### config.mk
export PLATFORM = sky130hd
export DESIGN_NAME = trace_sampler
export DESIGN_NICKNAME = d
export VERILOG_FILES = /design/src/rtl/ts_pkg.sv /design/src/rtl/ts_cfg_regs.sv /design/src/rtl/ts_sample_ctr.sv /design/src/rtl/ts_event_ctr.sv /design/src/rtl/ts_record_emit.sv /design/src/rtl/trace_sampler.sv
export SDC_FILE = /design/constraint.sdc
export NUM_CORES = 1
export LEC_CHECK = 0
export BUFFER_PORTS_ARGS = -buffer_cell sky130_fd_sc_hd__buf_4
export CELL_PAD_IN_SITES_DETAIL_PLACEMENT = 0
export CELL_PAD_IN_SITES_GLOBAL_PLACEMENT = 1
export CORE_ASPECT_RATIO = 1.1
export CORE_MARGIN = 4
export CORE_UTILIZATION = 45
export DETAILED_ROUTE_END_ITERATION = 12
export HOLD_SLACK_MARGIN = 0.12
export PLACE_DENSITY = 0.83
export SLEW_MARGIN = 15
export SYNTH_ARGS = -nofsm -noshare
export SYNTH_HDL_FRONTEND = slang
export SYNTH_HIERARCHICAL = 1
export SYNTH_SLANG_ARGS = --single-unit
export TNS_END_PERCENT = 30
### constraint.sdc
create_clock -name clk -period 15.1 [get_ports clk]
set_clock_uncertainty 0.15 [all_clocks]
set_input_delay 0 -clock clk [delete_from_list [all_inputs] [get_ports clk]]
set_output_delay 0 -clock clk [all_outputs]
set_load 0.02 [all_outputs]
### src/rtl/ts_pkg.sv
package ts_pkg;
   localparam int REG_W     = 64;
   localparam int LOAD_W    = 32;
   localparam int SEL_W     = 7;
   localparam int CODE_W    = 3;
   localparam int ADDR_W    = 56;
   localparam int BEAT_W    = 64;
   localparam int REC_BEATS = 4;
   localparam int REC_BYTES = 32;
   localparam int OFF_W     = 12 + (1 << CODE_W) - 1;
   localparam int EV_PAD    = 1 << SEL_W;

   // field positions, bit 63 most significant
   localparam int F_EN      = 63;
   localparam int F_TRACE   = 62;
   localparam int F_BASE_HI = 55;
   localparam int F_BASE_LO = 13;
   localparam int F_LOAD_HI = 61;
   localparam int F_LOAD_LO = 30;
   localparam int F_SA_HI   = 29;
   localparam int F_SA_LO   = 23;
   localparam int F_SB_HI   = 22;
   localparam int F_SB_LO   = 16;
   localparam int F_CODE_HI = 15;
   localparam int F_CODE_LO = 13;

   typedef struct packed {
      logic              en;
      logic              trace;
      logic [ADDR_W-1:0] base;
   } base_cfg_t;

   typedef struct packed {
      logic [LOAD_W-1:0] load;
      logic [SEL_W-1:0]  sel_a;
      logic [SEL_W-1:0]  sel_b;
      logic [CODE_W-1:0] code;
   } trc_cfg_t;
endpackage

### src/rtl/ts_cfg_regs.sv
module ts_cfg_regs
   import ts_pkg::*;
(
   input  logic              clk,
   input  logic              rst_n,
   input  logic              wr_base,
   input  logic              wr_trc,
   input  logic [REG_W-1:0]  wdata,
   output base_cfg_t         base_q,
   output trc_cfg_t          trc_q,
   output logic [LOAD_W-1:0] load_nxt,
   output logic              touch,
   output logic              clr_off
);
   logic unused_low_bits;
   assign unused_low_bits = ^wdata[F_BASE_LO-1:0];

   base_cfg_t base_d;
   trc_cfg_t  trc_d;

   always_comb begin
      base_d.en    = wdata[F_EN];
      base_d.trace = wdata[F_TRACE];
      base_d.base  = {wdata[F_BASE_HI:F_BASE_LO], {F_BASE_LO{1'b0}}};
      trc_d.load   = wdata[F_LOAD_HI:F_LOAD_LO];
      trc_d.sel_a  = wdata[F_SA_HI:F_SA_LO];
      trc_d.sel_b  = wdata[F_SB_HI:F_SB_LO];
      trc_d.code   = wdata[F_CODE_HI:F_CODE_LO];
   end

   always_ff @(posedge clk) begin
      if (!rst_n) begin
         base_q <= '0;
         trc_q  <= '0;
      end else begin
         if (wr_base) base_q <= base_d;
         if (wr_trc)  trc_q  <= trc_d;
      end
   end

   assign touch    = wr_base | wr_trc;
   assign clr_off  = touch & base_q.en;
   assign load_nxt = wr_trc ? trc_d.load : trc_q.load;
endmodule

### src/rtl/ts_sample_ctr.sv
module ts_sample_ctr #(
   parameter int W = 32
) (
   input  logic         clk,
   input  logic         rst_n,
   input  logic         reload,
   input  logic         step,
   input  logic [W-1:0] load,
   output logic         fire,
   output logic [W-1:0] cnt_q
);
   assign fire = step && (cnt_q == {W{1'b1}});

   always_ff @(posedge clk) begin
      if (!rst_n)              cnt_q <= '0;
      else if (reload || fire) cnt_q <= load;
      else if (step)           cnt_q <= cnt_q + 1'b1;
   end
endmodule

### src/rtl/ts_event_ctr.sv
module ts_event_ctr #(
   parameter int W = 64
) (
   input  logic         clk,
   input  logic         rst_n,
   input  logic         clr,
   input  logic         step,
   input  logic         ev,
   output logic [W-1:0] snap
);
   logic [W-1:0] cnt_q;
   logic         hit;

   assign hit  = step & ev;
   assign snap = cnt_q + W'(hit);

   always_ff @(posedge clk) begin
      if (!rst_n)   cnt_q <= '0;
      else if (clr) cnt_q <= '0;
      else if (hit) cnt_q <= cnt_q + 1'b1;
   end
endmodule

### src/rtl/ts_record_emit.sv
module ts_record_emit
   import ts_pkg::*;
(
   input  logic              clk,
   input  logic              rst_n,
   input  logic              fire,
   input  logic              trace_in,
   input  logic [ADDR_W-1:0] base,
   input  logic [CODE_W-1:0] code,
   input  logic              off_clr,
   input  logic [BEAT_W-1:0] pc_w,
   input  logic [BEAT_W-1:0] cnt_a,
   input  logic [BEAT_W-1:0] cnt_b,
   input  logic [BEAT_W-1:0] ts_w,
   input  logic              mem_ready,
   output logic              mem_valid,
   output logic [ADDR_W-1:0] mem_addr,
   output logic [BEAT_W-1:0] mem_data,
   output logic              mem_add,
   output logic              beat_last
);
   localparam int IDX_W = $clog2(REC_BEATS);
   localparam int SZ_W  = OFF_W + 1;

   logic              busy_q, mode_q;
   logic [IDX_W-1:0]  beat_q;
   logic [ADDR_W-1:0] addr_q;
   logic [BEAT_W-1:0] rec_q [REC_BEATS];
   logic [OFF_W-1:0]  off_q, off_nxt;
   logic [SZ_W-1:0]   size_b, off_sum;
   logic [BEAT_W-1:0] cap [REC_BEATS];

   assign size_b  = SZ_W'(4096) << code;
   assign off_sum = (SZ_W'(off_q) + SZ_W'(REC_BYTES)) & (size_b - SZ_W'(1));
   assign off_nxt = off_sum[OFF_W-1:0];

   // beat order depends on the mode: a record or two add words
   always_comb begin
      if (trace_in) begin
         cap[0] = pc_w;  cap[1] = cnt_a; cap[2] = cnt_b; cap[3] = ts_w;
      end else begin
         cap[0] = cnt_a; cap[1] = cnt_b; cap[2] = '0;    cap[3] = '0;
      end
   end

   assign beat_last = (beat_q == (mode_q ? IDX_W'(REC_BEATS - 1) : IDX_W'(1)));
   assign mem_valid = busy_q;
   assign mem_addr  = addr_q + ADDR_W'({beat_q, 3'b000});
   assign mem_data  = rec_q[beat_q];
   assign mem_add   = ~mode_q;

   always_ff @(posedge clk) begin
      if (!rst_n) begin
         busy_q <= 1'b0;
         mode_q <= 1'b1;
         beat_q <= '0;
         addr_q <= '0;
         for (int i = 0; i < REC_BEATS; i++) rec_q[i] <= '0;
      end else if (fire) begin
         busy_q <= 1'b1;
         mode_q <= trace_in;
         beat_q <= '0;
         addr_q <= trace_in ? base + ADDR_W'(off_q) : base;
         for (int i = 0; i < REC_BEATS; i++) rec_q[i] <= cap[i];
      end else if (busy_q && mem_ready) begin
         if (beat_last) busy_q <= 1'b0;
         beat_q <= beat_q + 1'b1;
      end
   end

   always_ff @(posedge clk) begin
      if (!rst_n)                off_q <= '0;
      else if (off_clr)          off_q <= '0;
      else if (fire && trace_in) off_q <= off_nxt;
   end
endmodule

### src/rtl/trace_sampler.sv
module trace_sampler
   import ts_pkg::*;
#(
   parameter int NUM_EV   = 8,
   parameter int EV_W     = 64,
   parameter int TS_W     = 64,
   parameter int PC_W     = 64,
   parameter bit ACCUM_EN = 1'b1
) (
   input  logic              clk,
   input  logic              rst_n,
   input  logic              cfg_wr_base,
   input  logic              cfg_wr_trace,
   input  logic [REG_W-1:0]  cfg_wdata,
   input  logic [PC_W-1:0]   pc_in,
   input  logic [NUM_EV-1:0] ev_in,
   output logic              mem_valid,
   input  logic              mem_ready,
   output logic [ADDR_W-1:0] mem_addr,
   output logic [BEAT_W-1:0] mem_data,
   output logic              mem_add
);
   localparam int N_TALLY = 2;

   if (NUM_EV < 1 || NUM_EV > EV_PAD) begin : g_bad_nev
      $error("trace_sampler: NUM_EV must lie in 1..128");
   end
   if (EV_W < 1 || EV_W > BEAT_W) begin : g_bad_evw
      $error("trace_sampler: EV_W must lie in 1..64");
   end
   if (TS_W < 1 || TS_W > BEAT_W) begin : g_bad_tsw
      $error("trace_sampler: TS_W must lie in 1..64");
   end
   if (PC_W < 1 || PC_W > BEAT_W) begin : g_bad_pcw
      $error("trace_sampler: PC_W must lie in 1..64");
   end

   base_cfg_t         base_q;
   trc_cfg_t          trc_q;
   logic [LOAD_W-1:0] load_nxt;
   logic              cfg_touch, off_clr;
   logic              sampling_en, trace_mode, active;
   logic              samp_fire, beat_last;
   logic [LOAD_W-1:0] samp_cnt;
   logic [TS_W-1:0]   ts_q;
   logic [EV_PAD-1:0] ev_pad;
   logic [SEL_W-1:0]  sel   [N_TALLY];
   logic [EV_W-1:0]   snap  [N_TALLY];
   logic [N_TALLY-1:0] ev_hit;

   ts_cfg_regs u_regs (
      .clk     (clk),
      .rst_n   (rst_n),
      .wr_base (cfg_wr_base),
      .wr_trc  (cfg_wr_trace),
      .wdata   (cfg_wdata),
      .base_q  (base_q),
      .trc_q   (trc_q),
      .load_nxt(load_nxt),
      .touch   (cfg_touch),
      .clr_off (off_clr)
   );

   assign sampling_en = base_q.en;

   if (ACCUM_EN) begin : g_mode_sel
      assign trace_mode = base_q.trace;
   end else begin : g_mode_fixed
      logic unused_mode;
      assign unused_mode = base_q.trace;
      assign trace_mode  = 1'b1;
   end

   assign active = sampling_en & ~mem_valid & ~cfg_touch;

   ts_sample_ctr #(.W(LOAD_W)) u_samp (
      .clk   (clk),
      .rst_n (rst_n),
      .reload(cfg_touch),
      .step  (active),
      .load  (load_nxt),
      .fire  (samp_fire),
      .cnt_q (samp_cnt)
   );

   assign ev_pad = EV_PAD'(ev_in);
   assign sel[0] = trc_q.sel_a;
   assign sel[1] = trc_q.sel_b;

   for (genvar g = 0; g < N_TALLY; g++) begin : g_tally
      assign ev_hit[g] = ev_pad[sel[g]];
      ts_event_ctr #(.W(EV_W)) u_evc (
         .clk  (clk),
         .rst_n(rst_n),
         .clr  (cfg_touch | samp_fire),
         .step (active),
         .ev   (ev_hit[g]),
         .snap (snap[g])
      );
   end

   always_ff @(posedge clk) begin
      if (!rst_n) ts_q <= '0;
      else        ts_q <= ts_q + 1'b1;
   end

   ts_record_emit u_emit (
      .clk      (clk),
      .rst_n    (rst_n),
      .fire     (samp_fire),
      .trace_in (trace_mode),
      .base     (base_q.base),
      .code     (trc_q.code),
      .off_clr  (off_clr),
      .pc_w     (BEAT_W'(pc_in)),
      .cnt_a    (BEAT_W'(snap[0])),
      .cnt_b    (BEAT_W'(snap[1])),
      .ts_w     (BEAT_W'(ts_q)),
      .mem_ready(mem_ready),
      .mem_valid(mem_valid),
      .mem_addr (mem_addr),
      .mem_data (mem_data),
      .mem_add  (mem_add),
      .beat_last(beat_last)
   );
endmodule

## Word-level counts from Yosys, hierarchy flattened

Memories as Yosys holds them, arrays and structs flattened. A register that Yosys moved wholly into a read port is not among the register bits.
Index checks and enable logic that the tools add are counted.

- Register bits after elaboration: 397
- Latch bits: 0
- Bits in writable memories: 256
- ROM bits: 0
- Bits of input ports: 141
- Output and inout bits: 122
- Logic and storage cells: 83
- Memories: 1

Memory list:

| memory | words | width | rd ports | clocked after Yosys merged registers in | write ports | RTL line | text |
|---|---|---|---|---|---|---|---|
| u_emit.rec_q | 4 | 64 | 1 | 1 | 4 | ts_record_emit.sv:28 | `logic [BEAT_W-1:0] rec_q [REC_BEATS];` |

- Add/sub/neg operators: 11
- $mul: 0
- Divide/modulo/power cells: 0
- Magnitude comparators: 2
- Eq/ne operators: 2
- Shift-type cells: 1
- Multiplexer cells: 23
- Bitwise gates (word level): 16
- Reductions and logical operators: 11

Operators with widths:

| operator | number |
|---|---|
| $mux 256 | 1 |
| $mux 64 | 4 |
| $add 64x1->64 const B | 3 |
| $add 64x1->64 | 2 |
| $mux 32 | 3 |
| $add 56x19->56 | 1 |
| $add 56x5->56 | 1 |
| $mux 56 | 1 |
| $add 32x1->32 const B | 1 |
| $eq 32x32->1 const B | 1 |
| $add 19x6->19 const B | 1 |
| $and 19x19->19 | 1 |
| $shl 13x3->19 const A | 1 |
| $sub 19x1->19 const B | 1 |
| $lt 7x8->1 const B | 2 |
| $bmux 1 s7 | 2 |
| $mux 1 | 9 |
| $mux 2 | 3 |
| $or 1x1->1 | 6 |
| $reduce_bool 2->1 | 3 |
| $reduce_or 2->1 | 3 |
| $and 1x1->1 | 5 |
| $not 1->1 | 4 |
| $logic_and 1x1->1 | 3 |
| 4 further kinds | 4 |

## Longest topological paths before layout

Gate-level depths: netlist (run 1).

- Word-level depth: 8
- Gate-level depth with buffers: 15
- Gate-level depth less buffers: 14

## Hierarchy

Netlist (run 1), hierarchy kept.

By module, submodules not included:

| module | times used | cells an instance | area each (um2) |
|---|---|---|---|
| ts_record_emit | 1 | 1452 | 17426.7 |
| ts_event_ctr | 2 | 555 | 4252.8 |
| ts_cfg_regs | 1 | 319 | 3824.9 |
| trace_sampler | 1 | 361 | 3173.0 |
| ts_sample_ctr | 1 | 223 | 1826.8 |

## Worst setup path after synthesis (run 1)

OpenSTA, ideal clock, no wires.

- Kind: input to register
- From: input port cfg_wr_trace
- To: memory u_emit.rec_q[0][0], enable pin
- Arrival time: 7.702 ns
- Data required time: 14.340 ns
- Path slack: 6.638 ns
- Cell stages on the path: 10
- Cells stage by stage: buf_6 -> buf_6 -> or2_1 -> nor3b_1 -> nand4_1 -> or2_2 -> nor3_1 -> buf_1 -> nor2b_1 -> inv_1

RTL lines:

| item | RTL line | text |
|---|---|---|
| start, declared | trace_sampler.sv:13 | `input logic cfg_wr_trace,` |
| end, declared | ts_record_emit.sv:28 |  |

==> results.md, run 1 <==
* Worst Path Max Fanout at around 120
* Top delay family on crit path: buffers and inverters
* CTS buffer count at 74
* Vias post-DR at 27.8k
* Critical Path Start Type: input pin
* Critical path, cell by cell: dlygate4sd3_1 > buf_4 > or2_1 > nor3b_2 > buf_4 > nand4_1 > or2_2 > nor3_2 > buf_4 > nor2b_1 > buf_4 > inv_8 > buf_4
* # clock sinks at between 600 and 700
* Ys Warns at 6
* Area Growth Syn to Fin at 21.1%
* CP peak stage delay at about 0.94 ns
* Die ar. at 81,800 um2
* Worst-Skew Late Latency at 0.63 ns
* Status: completed
* CP max-delay cell: buf_4
* #FFs+latches synth at 650
* Fin nets at 4,012
* Critical Path AT at between 5 and 6 ns
* CP Class: in2reg
* Number of enable flip-flop cells after synthesis at approximately 260
* Starting DRT DRC Count at between 2k and 2.5k
* H-tree Lvls at 3
* Post-Syn Instances at between 3k and 4k
* Async S/R FF share, synth at 0%
* Placement Cell Area at ~37,000 um2
* Fin. max-slew vios at 0
* CTS max path bufs at 3
* Ports at between 200 and 300
* Most frequent CP cell: buf_4
* Netlist Area Pre-Place at roughly 35,000 um2
* Die W at 273 um
* Sum Neg Setup Slack at 0 ns
* Vias per std cell at 5.64
* Tcrit/Tclk final at 33.2%
* Pin count of the biggest net entering global routing at 123
* Core area at 76,300 um2
* Syn avg cell area at approximately 10 um2
* WL/cell at ~21 um
* Initial Utilization at a little under half
* Final worst slack at between 10 and 15 ns
* Post-synth cell types at 87
* Dpl hpwl at ~70 mm
* Final Instance Area at ~42,000 um2
* CP endpoint kind: register
* Reg clk slew, reported paths at roughly 0.060 ns
* Lkg Pwr at approximately 15 nW
* Post-CTS sizing at 0
* Vias in the first global route at roughly 27k
* Final setup vio count at 0
* Post-synth top flop: dfxtp_1
* Final ANT Viol Nets at 0
* Root Buffer: clkbuf_16
* Worst slew pin tran at ~1.2 ns
* Grt total ovfl at 0
* Place WS at between 10 and 15 ns
* Layout cells sized above 1 at 15.3%
* Buffers added on ports at approximately 250
* First-pass GRT wire length at approximately 160 mm
* Seq/Total Area, Yosys at 44.8%
* CP required at 15.17 ns
* Hold WS at approximately 0.14 ns
* Clock tree from TritonCTS: built
* Drt total wl at a little over 100 mm
* # DRC at 0
* Hold crit path type: in2reg
* Pwr per Cell Area at slightly below 100 nW/um2
* Max VDD drop at between 0.07 and 0.08 mV
* Die Ht at 299 um
* FP Rows at around 110
* Initial DRT Pass Iterations at 6
* Critical path buffers and inverters at 7
* Final critical-path required period at roughly 5 ns
* Max Cap Violations at 0
* GRT Total Usage at between 20% and 30%
* Antenna violations before repair at 6
* Slew headroom at between 15 and 20%
* Power Total at 4.06 mW
* Final hold violation count at 0
* GP Congestion at ~0.9
* Fmax at 200 MHz
* RSZ-0062 raised after global routing: false
## cells in the mapped netlist (4+ instances only)
master | count | area share, %
a211oi_1 | 28 | 0.60
a21oi_1 | 142 | 2.0
a311oi_1 | 12 | 0.30
a31oi_1 | 21 | 0.38
and2_1 | 181 | 3.3
and3_1 | 43 | 0.77
and4_1 | 32 | 0.81
buf_1 | 16 | 0.17
buf_2 | 35 | 0.50
buf_4 | 25 | 0.54
buf_6 | 10 | 0.32
clkbuf_1 | 132 | 1.4
dfxtp_1 | 394 | 23
edfxtp_1 | 256 | 22
ha_1 | 25 | 0.90
inv_1 | 54 | 0.58
mux2_4 | 32 | 1.4
mux2i_1 | 211 | 6.1
mux4_2 | 68 | 4.4
nand2_1 | 192 | 2.1
nand2b_1 | 11 | 0.20
nand3_1 | 157 | 2.3
nand3b_1 | 10 | 0.22
nand4_1 | 126 | 2.3
nand4_2 | 6 | 0.22
nand4_4 | 5 | 0.31
nand4b_1 | 4 | 0.10
nor2_1 | 368 | 4.0
nor2b_1 | 76 | 1.4
nor3_1 | 49 | 0.71
nor3_2 | 13 | 0.37
nor4_1 | 33 | 0.59
nor4_2 | 7 | 0.25
nor4_4 | 4 | 0.24
o211a_1 | 5 | 0.14
o211ai_1 | 4 | 0.086
o21ai_0 | 98 | 1.4
o31ai_1 | 38 | 0.82
or2_2 | 11 | 0.20
or3_1 | 58 | 1.0
or3_2 | 4 | 0.086
or4_1 | 42 | 0.91
xnor2_1 | 185 | 4.7
xor2_1 | 169 | 4.3
## logic make-up (layout without fill, tap and decap cells)
logic type | count (synthesis) | in the layout | share of synthesized area [%]
AND/OR/NAND/NOR | 1460 | 1460 | 23.0
flip-flops | 650 | 650 | 44.8
AO/OA/AOI/OAI | 386 | 386 | 6.74
XOR/XNOR | 354 | 354 | 8.92
multiplexers | 311 | 311 | 11.9
buffers and inverters | 277 | 707 | 3.67
adder cells (fa/ha/maj) | 26 | 26 | 0.958
other | 1 | 16 | 0.0108
## stage by stage
step | utilization [%] | cells
2_1_floorplan | - | 3477
3_3_place_gp | 48.8 | 4567
3_5_place_dp | 48.8 | 4567
4_1_cts | 55.2 | 4933
5_1_grt | 55.2 | 4936
6_report | 55.2 | 4936
## report_power, final
| group | switching (mW) | internal, mW |
|---|---|---|
| Sequential | 0.0349 | 1.88 |
| Clock | 0.759 | 1.12 |
| Combinational | 0.128 | 0.141 |
## metal layers
| metal | global-route usage (%) | wire (um) | share of wire [%] |
|---|---|---|---|
| met5 | 0 | 16 | 0.016 |
| met4 | 9.39 | 3930 | 3.8 |
| met3 | 4.16 | 6410 | 6.2 |
| met2 | 38.6 | 47400 | 46 |
| met1 | 33.7 | 45200 | 44 |
## sequential cells by signal, indices dropped and copies added, names as in the netlist, named ones only
signal,count
g_tally.u_evc/cnt_q,128
ts_q,64
u_emit/addr_q,56
u_emit/beat_q,2
u_emit/mem_valid,1
u_emit/mode_q,1
u_emit/off_q,14
u_emit/rec_q,256
u_regs/base_q,45
u_regs/trc_q,49
u_samp/cnt_q,32
## worst min-delay path: stages
cell	delay (ns)
dlygate4sd3_1	0.55
buf_4	0.11
mux2i_1	0.05
nor2_1	0.07
## cells in the final DEF (no fill, tap or decap), drive strengths merged, types with 169 or more instances in the layout
cell type	synthesis	layout
xor2	169	169
xnor2	185	185
and2	183	183
mux2i	211	211
dfxtp	394	394
edfxtp	256	256
buf	86	286
nand2	192	192
dlygate4sd3	0	228
nor2	368	368
## final timing paths
path / start / end / slack [ns] / cells after the start
hold reg to reg: ts_q[63] / ts_q[63] / 0.32 / 2
setup reg to reg: u_samp/cnt_q[9] / u_emit/rec_q[2][8] / 10.26 / 9
setup / recovery: cfg_wr_base / u_emit/rec_q[2][8] / 10.09 / 13
hold / removal: pc_in[58] / u_emit/rec_q[0][58] / 0.14 / 4
## final cells by class
type / count / area [um2]
antenna: 3 / 7.51
timing repair buffer: 514 / 4430
sequential: 650 / 15600
fill: 6670 / 34200
clock inverter: 38 / 444
tap: 1026 / 1280
clock buffer: 100 / 2090
inverter: 55 / 214
multi-input combinational: 2550 / 18000
## timing repair
action	4_1_cts	5_1_grt
endpoints found under the hold margin	234	0
hold buffers	228	0
setup buffers	0	0
(Power assumes the default switching activity.)
==> run 2: changes to the inputs <==
--- a/config.mk
+++ b/config.mk
@@ -10,7 +10,7 @@
 export CELL_PAD_IN_SITES_GLOBAL_PLACEMENT = 1
 export CORE_ASPECT_RATIO = 1.1
 export CORE_MARGIN = 4
-export CORE_UTILIZATION = 45
+export CORE_UTILIZATION = 43
 export DETAILED_ROUTE_END_ITERATION = 12
 export HOLD_SLACK_MARGIN = 0.12
 export PLACE_DENSITY = 0.83
==> constraint.sdc (replaced) <==
create_clock -name clk -period 4.57 [get_ports clk]
set_clock_uncertainty 0.15 [all_clocks]
set_input_delay 0 -clock clk [delete_from_list [all_inputs] [get_ports clk]]
set_output_delay 0 -clock clk [all_outputs]
set_load 0.02 [all_outputs]
==> results.md, run 2 (same netlist as run 1, synthesis figures left out) <==
* Ports at 263 (unchanged)
* Area of the multi-input gates at 18,000 um2 (about the same)
* Final ANT Viol Nets at 0 (unchanged)
* CP required at 4.90 ns (was 15.17 ns)
* Die ar. at 85,400 um2 (was 81,800 um2)
* CTS buffer count at 70 (was 74)
* Initial DRT Pass Iterations at 6 (unchanged)
* Non-filler instance count after layout at 4,995 (was 4,936)
* Largest registers: u_emit/rec_q: 256 flops, g_tally.u_evc/cnt_q: 128 flops, ts_q: 64 flops (unchanged)
* Place WS at 0.327 ns (was 10.01 ns)
* H-tree Lvls at 3 (unchanged)
* Worst-Skew Late Latency at 0.63 ns (about the same)
* Lkg Pwr at 14.7 nW (was 14.5 nW)
* Tcrit/Tclk final at approximately 94%
* # clock sinks at 650 (unchanged)
* Initial Utilization at 43.3% (was 45.6%)
* Fin nets at 4,045 (was 4,012)
* GRT Total Usage at 24.1% (was 24.5%)
* Fin. max-slew vios at 0 (unchanged)
* Hold WS at 0.138 ns (was 0.135 ns)
* Vias in the first global route at 27.1k (was 26.8k)
* Final Util at 53.0% (was 55.2%)
* FP Rows at 109 (was 106)
* Max FFs per register at 256 (unchanged)
* Slew headroom at 15.8% (was 16.8%)
* # DRC at 0 (unchanged)
* Drt total wl at 106 mm (was 103 mm)
* Critical path buffers and inverters at 1 (was 7)
* Clock tree from TritonCTS: built (unchanged)
* Met2 wire length at 49.1 mm (was 47.4 mm)
* CTS max path bufs at 3 (unchanged)
* Pin count of the biggest net entering global routing at 94 (was 123)
* Reg clk slew, reported paths at 0.07 ns (was 0.06 ns)
* Hold crit path type: in2reg (unchanged)
* Most frequent cells in the layout: dfxtp_1 (389), nor2_1 (368), buf_4 (298) (was dfxtp_1 (391), nor2_1 (368), buf_4 (286))
* Root Buffer: clkbuf_16 (unchanged)
* Met3 WL at 7.38 mm (was 6.41 mm)
* Final hold violation count at 0 (unchanged)
* Area Growth Syn to Fin at 22.3% (was 21.1%)
* Max VDD drop at 0.249 mV (was 0.0754 mV)
* M1 WL at 45.6 mm (was 45.2 mm)
* Placement Cell Area at 37,600 um2 (was 37,200 um2)
* Final worst slack at 0.290 ns (was 10.09 ns)
* Antenna violations before repair at 10 (was 6)
* Placed cells at 4,616 (was 4,567)
* Commonest non-fill, non-tap cell in the layout: dfxtp_1 (unchanged)
* Vias post-DR at 28.4k (was 27.8k)
* Critical Path Start Type: register (was input pin)
* Filler cell count at 7,057 (was 6,670)
* Top sig layer: met5 (unchanged)
* Worst Path Max Fanout at 6 (was 122)
* WL/cell at 21.3 um (was 20.8 um)
* Die Ht at 306 um (was 299 um)
* Die W at 279 um (was 273 um)
* CP max-delay cell: or4_1 (was buf_4)
* CP endpoint kind: register (unchanged)
* Fmax at between 200 and 250 MHz
* Final critical-path required period at ~4.3 ns
* Worst slew pin tran at 1.26 ns (was 1.24 ns)
* Top reg by flops: u_emit/rec_q (unchanged)
* Max Cap Violations at 0 (unchanged)
* First-pass GRT wire length at 163 mm (was 158 mm)
* Layout cells sized above 1 at 15.8% (was 15.3%)
* Post-CTS sizing at 0 (unchanged)
* Grt total ovfl at 0 (unchanged)
* Critical Path AT at 4.61 ns (was 5.08 ns)
* GP Congestion at 0.913 (was 0.891)
* Starting DRT DRC Count at 2,740 (was 2,185)
* Status: completed (unchanged)
* CP Class: reg2reg (was in2reg)
* Critical path, cell by cell: or4_1 > nor2_1 > nand2_1 > inv_1 > ha_1 > nand3_1 > or4b_4 > or4_1 > nor3_2 > xor2_1 > mux2i_1 > nor2_1 (was dlygate4sd3_1 > buf_4 > or2_1 > nor3b_2 > buf_4 > nand4_1 > or2_2 > nor3_2 > buf_4 > nor2b_1 > buf_4 > inv_8 > buf_4)
* CP peak stage delay at 0.84 ns (was 0.94 ns)
* Buffers added on ports at 249 (unchanged)
* RSZ-0062 raised after global routing: false (unchanged)
* Final setup vio count at 0 (unchanged)
* Core area at 80,200 um2 (was 76,300 um2)
* Top delay family on crit path: simple AND/OR/NAND/NOR gates (was buffers and inverters)
* Pwr per Cell Area at 313 nW/um2 (was 96.4 nW/um2)
* Register area at 15,600 um2 (about the same)
* Vias per std cell at 5.68 (was 5.64)
* Dpl hpwl at 73.5 mm (was 69.8 mm)
* Final Instance Area at 42,500 um2 (was 42,100 um2)
run 2: cell count changes in the layout (fill, tap and decap cells not counted), sizes merged, moves of 2 or more:
cell,before,now
diode,3,8
dlygate4sd3,228,244
buf,286,307
clkbuf,100,92
clkinv,23,18
inv,58,60
run 2: report_power, final:
part	total, mW	leakage, nW	switching, mW	internal, mW
registers	6.31	5.63	0.113	6.20
logic	0.935	7.88	0.448	0.487
clock network	6.05	1.21	2.47	3.58
total	13.3	14.7	3.03	10.3
run 2: layout make-up:
class,instances,area share (%)
diodes,8,0.0471
clock buffers,92,4.63
clock inverters,35,1.14
inverters,55,0.495
multi-input cells,2550,42.5
flip-flops and latches,650,36.7
well taps,1054,3.10
repair buffers,551,11.4
run 2: path summary, 6_finish.rpt:
path / slack (ns) / end / cells past startpoint / start
max: 0.29 / u_emit/rec_q[1][59] / 12 / u_regs/trc_q[13]
min: 0.14 / u_emit/rec_q[0][55] / 4 / pc_in[55]
max reg2reg: 0.29 / u_emit/rec_q[1][59] / 12 / u_regs/trc_q[13]
min reg2reg: 0.32 / ts_q[63] / 2 / ts_q[63]
run 2: stage by stage:
stage / power [mW] / TNS, ns
5_1_grt: 13.7 / 0
2_1_floorplan: 6.88 / -243.83
3_5_place_dp: 7.17 / 0
6_report: 13.3 / 0
3_3_place_gp: 7.16 / 0
4_1_cts: 13.4 / 0
run 2: worst register-to-register path: cells and delay by family, from the launching register on:
kind	cells	cell delay, ns
flops	1	0.30
xor+xnor	1	0.22
fa+ha+maj	1	0.17
buf+inv	1	0.11
mux	1	0.12
simple gates	8	3.08
run 2: metal layers:
| metal | up-vias | global-route usage (%) |
|---|---|---|
| met5 | - | 0 |
| met2 | 1031 | 38.8 |
| met4 | 2 | 8.98 |
| li1 | 13323 | - |
| met1 | 13782 | 32.8 |
| met3 | 223 | 3.91 |
run 2: repair_timing:
item	in CTS	in global routing
hold buffers	244	0
endpoints found under the setup margin	0	0
buffers inserted	0	0
hold endpoints to repair	361	0
==> run 3: changes to the inputs <==
--- a/config.mk
+++ b/config.mk
@@ -9,11 +9,10 @@
 export CELL_PAD_IN_SITES_DETAIL_PLACEMENT = 0
 export CELL_PAD_IN_SITES_GLOBAL_PLACEMENT = 1
 export CORE_ASPECT_RATIO = 1.1
-export CORE_MARGIN = 4
 export CORE_UTILIZATION = 43
 export DETAILED_ROUTE_END_ITERATION = 12
 export HOLD_SLACK_MARGIN = 0.12
-export PLACE_DENSITY = 0.83
+export PLACE_DENSITY = 0.86
 export SLEW_MARGIN = 15
 export SYNTH_ARGS = -nofsm -noshare
 export SYNTH_HDL_FRONTEND = slang
==> results.md, run 3 (same netlist as run 1, synthesis figures left out) <==
* CTS max path bufs at 3 (unchanged)
* Slew headroom at 19.4% (was 15.8%)
* CP Class: reg2reg (unchanged)
* Final worst slack at 0.328 ns (was 0.290 ns)
* Pin count of the biggest net entering global routing at 129 (was 94)
* Die W at 273 um (was 279 um)
* Vias in the first global route at 27.1k (about the same)
* Critical path, cell by cell: or4_1 > nor2_1 > nand2_1 > inv_1 > ha_1 > nand3_1 > or4b_4 > or4_1 > nor3_2 > xor2_1 > mux2i_1 > nor2_1 (unchanged)
* Worst-Skew Late Latency at 0.62 ns (was 0.63 ns)
* H-tree Lvls at 3 (unchanged)
* Non-filler instance count after layout at 4,963 (was 4,995)
* FF-to-FF path depth at 12 (unchanged)
* Fmax at 236 MHz (was 234 MHz)
* FP Rows at 108 (was 109)
* Tcrit/Tclk final at 92.8% (was 93.7%)
* FF-to-FF End: u_emit/rec_q[1][59] (unchanged)
* Critical Path AT at 4.57 ns (was 4.61 ns)
* Max VDD drop at 0.232 mV (was 0.249 mV)
* Initial DRT Pass Iterations at 7 (was 6)
* Critical Path Start Type: register (unchanged)
* CTS buffer count at 71 (was 70)
* Pwr per Cell Area at 312 nW/um2 (was 313 nW/um2)
* CP peak stage delay at 0.82 ns (was 0.84 ns)
* Register area at 15,600 um2 (unchanged)
* Place WS at 0.397 ns (was 0.327 ns)
* Fin. max-slew vios at 0 (unchanged)
* Ports at 263 (unchanged)
* Post-CTS setup buffer count at 0 (unchanged)
* Final critical-path required period at 4.24 ns (was 4.28 ns)
* Reg clk slew, reported paths at 0.06 ns (was 0.07 ns)
* Area of the multi-input gates at 18,000 um2 (unchanged)
* Core area at 79,500 um2 (was 80,200 um2)
* CP endpoint kind: register (unchanged)
* Worst Path Max Fanout at 6 (unchanged)
* CP Capture Point: u_emit/rec_q[1][59] (unchanged)
* # DRC at 0 (unchanged)
* Starting DRT DRC Count at 2,456 (was 2,740)
* Hold WS at 0.124 ns (was 0.138 ns)
* GRT Total Usage at 25.3% (was 24.1%)
* Dpl hpwl at 72.9 mm (was 73.5 mm)
* Die Ht at 300 um (was 306 um)
* Filler cell count at 7,043 (was 7,057)
* Post-CTS sizing at 0 (unchanged)
* Area Growth Syn to Fin at 21.4% (was 22.3%)
* Layout cells sized above 1 at 15.7% (was 15.8%)
* Max Cap Violations at 0 (unchanged)
* Root Buffer: clkbuf_16 (unchanged)
* Commonest non-fill, non-tap cell in the layout: dfxtp_1 (unchanged)
* Antenna violations before repair at 6 (was 10)
* GP Congestion at 0.912 (was 0.913)
* RSZ-0062 raised after global routing: false (unchanged)
* Fin nets at 4,023 (was 4,045)
* Lkg Pwr at 14.6 nW (was 14.7 nW)
* WL/cell at 21.3 um (about the same)
* R2R Setup Slk at 0.33 ns (was 0.29 ns)
* Largest registers: u_emit/rec_q: 256 flops, g_tally.u_evc/cnt_q: 128 flops, ts_q: 64 flops (unchanged)
* Max FFs per register at 256 (unchanged)
* Grt total ovfl at 0 (unchanged)
* Vias post-DR at 28.3k (was 28.4k)
* Hold crit path type: in2reg (unchanged)
* Final ANT Viol Nets at 0 (unchanged)
* First-pass GRT wire length at 161 mm (was 163 mm)
* Most frequent cells in the layout: dfxtp_1 (389), nor2_1 (368), buf_4 (297) (was dfxtp_1 (389), nor2_1 (368), buf_4 (298))
* Clock tree from TritonCTS: built (unchanged)
* CP max-delay cell: or4_1 (unchanged)
* Initial Utilization at 43.7% (was 43.3%)
* Critical path origin: u_regs/trc_q[13] (unchanged)
* Worst R2R Start: u_regs/trc_q[13] (unchanged)
* # clock sinks at 650 (unchanged)
* Die ar. at 82,000 um2 (was 85,400 um2)
* CP required at 4.90 ns (about the same)
* Status: completed (unchanged)
* Buffers added on ports at 249 (unchanged)
* Top reg by flops: u_emit/rec_q (unchanged)
* Final hold violation count at 0 (unchanged)
* Drt total wl at 106 mm (about the same)
* Placed cells at 4,605 (was 4,616)
* Worst slew pin tran at 1.21 ns (was 1.26 ns)
* Final setup vio count at 0 (unchanged)
* CTS Hold Bufs at 223 (was 244)
* Vias per std cell at 5.70 (was 5.68)
run 3: layout make-up:
type                       count  share of cell area, %
multi-input combinational   2550                   42.8
sequential                   650                   37.0
timing repair buffer         528                   11.0
clock buffer                  95                   4.74
tap                         1045                   3.10
clock inverter                36                  0.952
inverter                      55                  0.498
antenna                        4                 0.0237
run 3: worst min-delay path by stage:
| stage | startpoint | to | slack, ns | cells after the start |
|---|---|---|---|---|
| 2_1_floorplan | rst_n | ts_q[61] | -0.03 | 1 |
| 3_3_place_gp | cfg_wdata[49] | u_regs/base_q[49] | 0.12 | 3 |
| 3_5_place_dp | cfg_wdata[19] | u_regs/base_q[19] | 0.13 | 3 |
| 4_1_cts | cfg_wdata[49] | u_regs/base_q[49] | 0.12 | 4 |
| 5_1_grt | cfg_wdata[20] | u_regs/base_q[20] | 0.13 | 4 |
| 6_report | cfg_wdata[20] | u_regs/base_q[20] | 0.12 | 4 |
run 3: stage by stage:
| stage | power [mW] | setup TNS, ns | utilization (%) | instance area, um2 |
|---|---|---|---|---|
| 2_1_floorplan | 6.88 | -243.83 | - | 34900 |
| 3_3_place_gp | 7.16 | 0 | 47.2 | 37500 |
| 3_5_place_dp | 7.17 | 0 | 47.2 | 37500 |
| 4_1_cts | 13.2 | 0 | 53.1 | 42200 |
| 5_1_grt | 13.5 | 0 | 53.1 | 42200 |
| 6_report | 13.1 | 0 | 53.1 | 42200 |
run 3: critical path, delay by kind of cell (launching register included):
family	cells	cell delay, ns
adders and majority gates	1	0.18
buffers and inverters	1	0.11
muxes	1	0.13
and+or+nand+nor	8	2.96
xor gates and xnor gates	1	0.28
DFF	1	0.30
run 3: routing by layer:
metal  part of all wire (%)  GRT usage [%]  routed length [um]  vias up
li1                       -              -                   -    13263
met1                     43           34.4               45700    13794
met2                     47           41.5               49700     1012
met3                    6.2           2.96                6590      220
met4                    3.5           9.12                3690        0
met5                      0              0                   0        -
run 3: where the power goes:
group          switching [mW]  internal (mW)  leakage (nW)
combinational           0.438          0.475          7.77
clock                    2.46           3.45          1.17
sequential              0.122           6.20          5.63
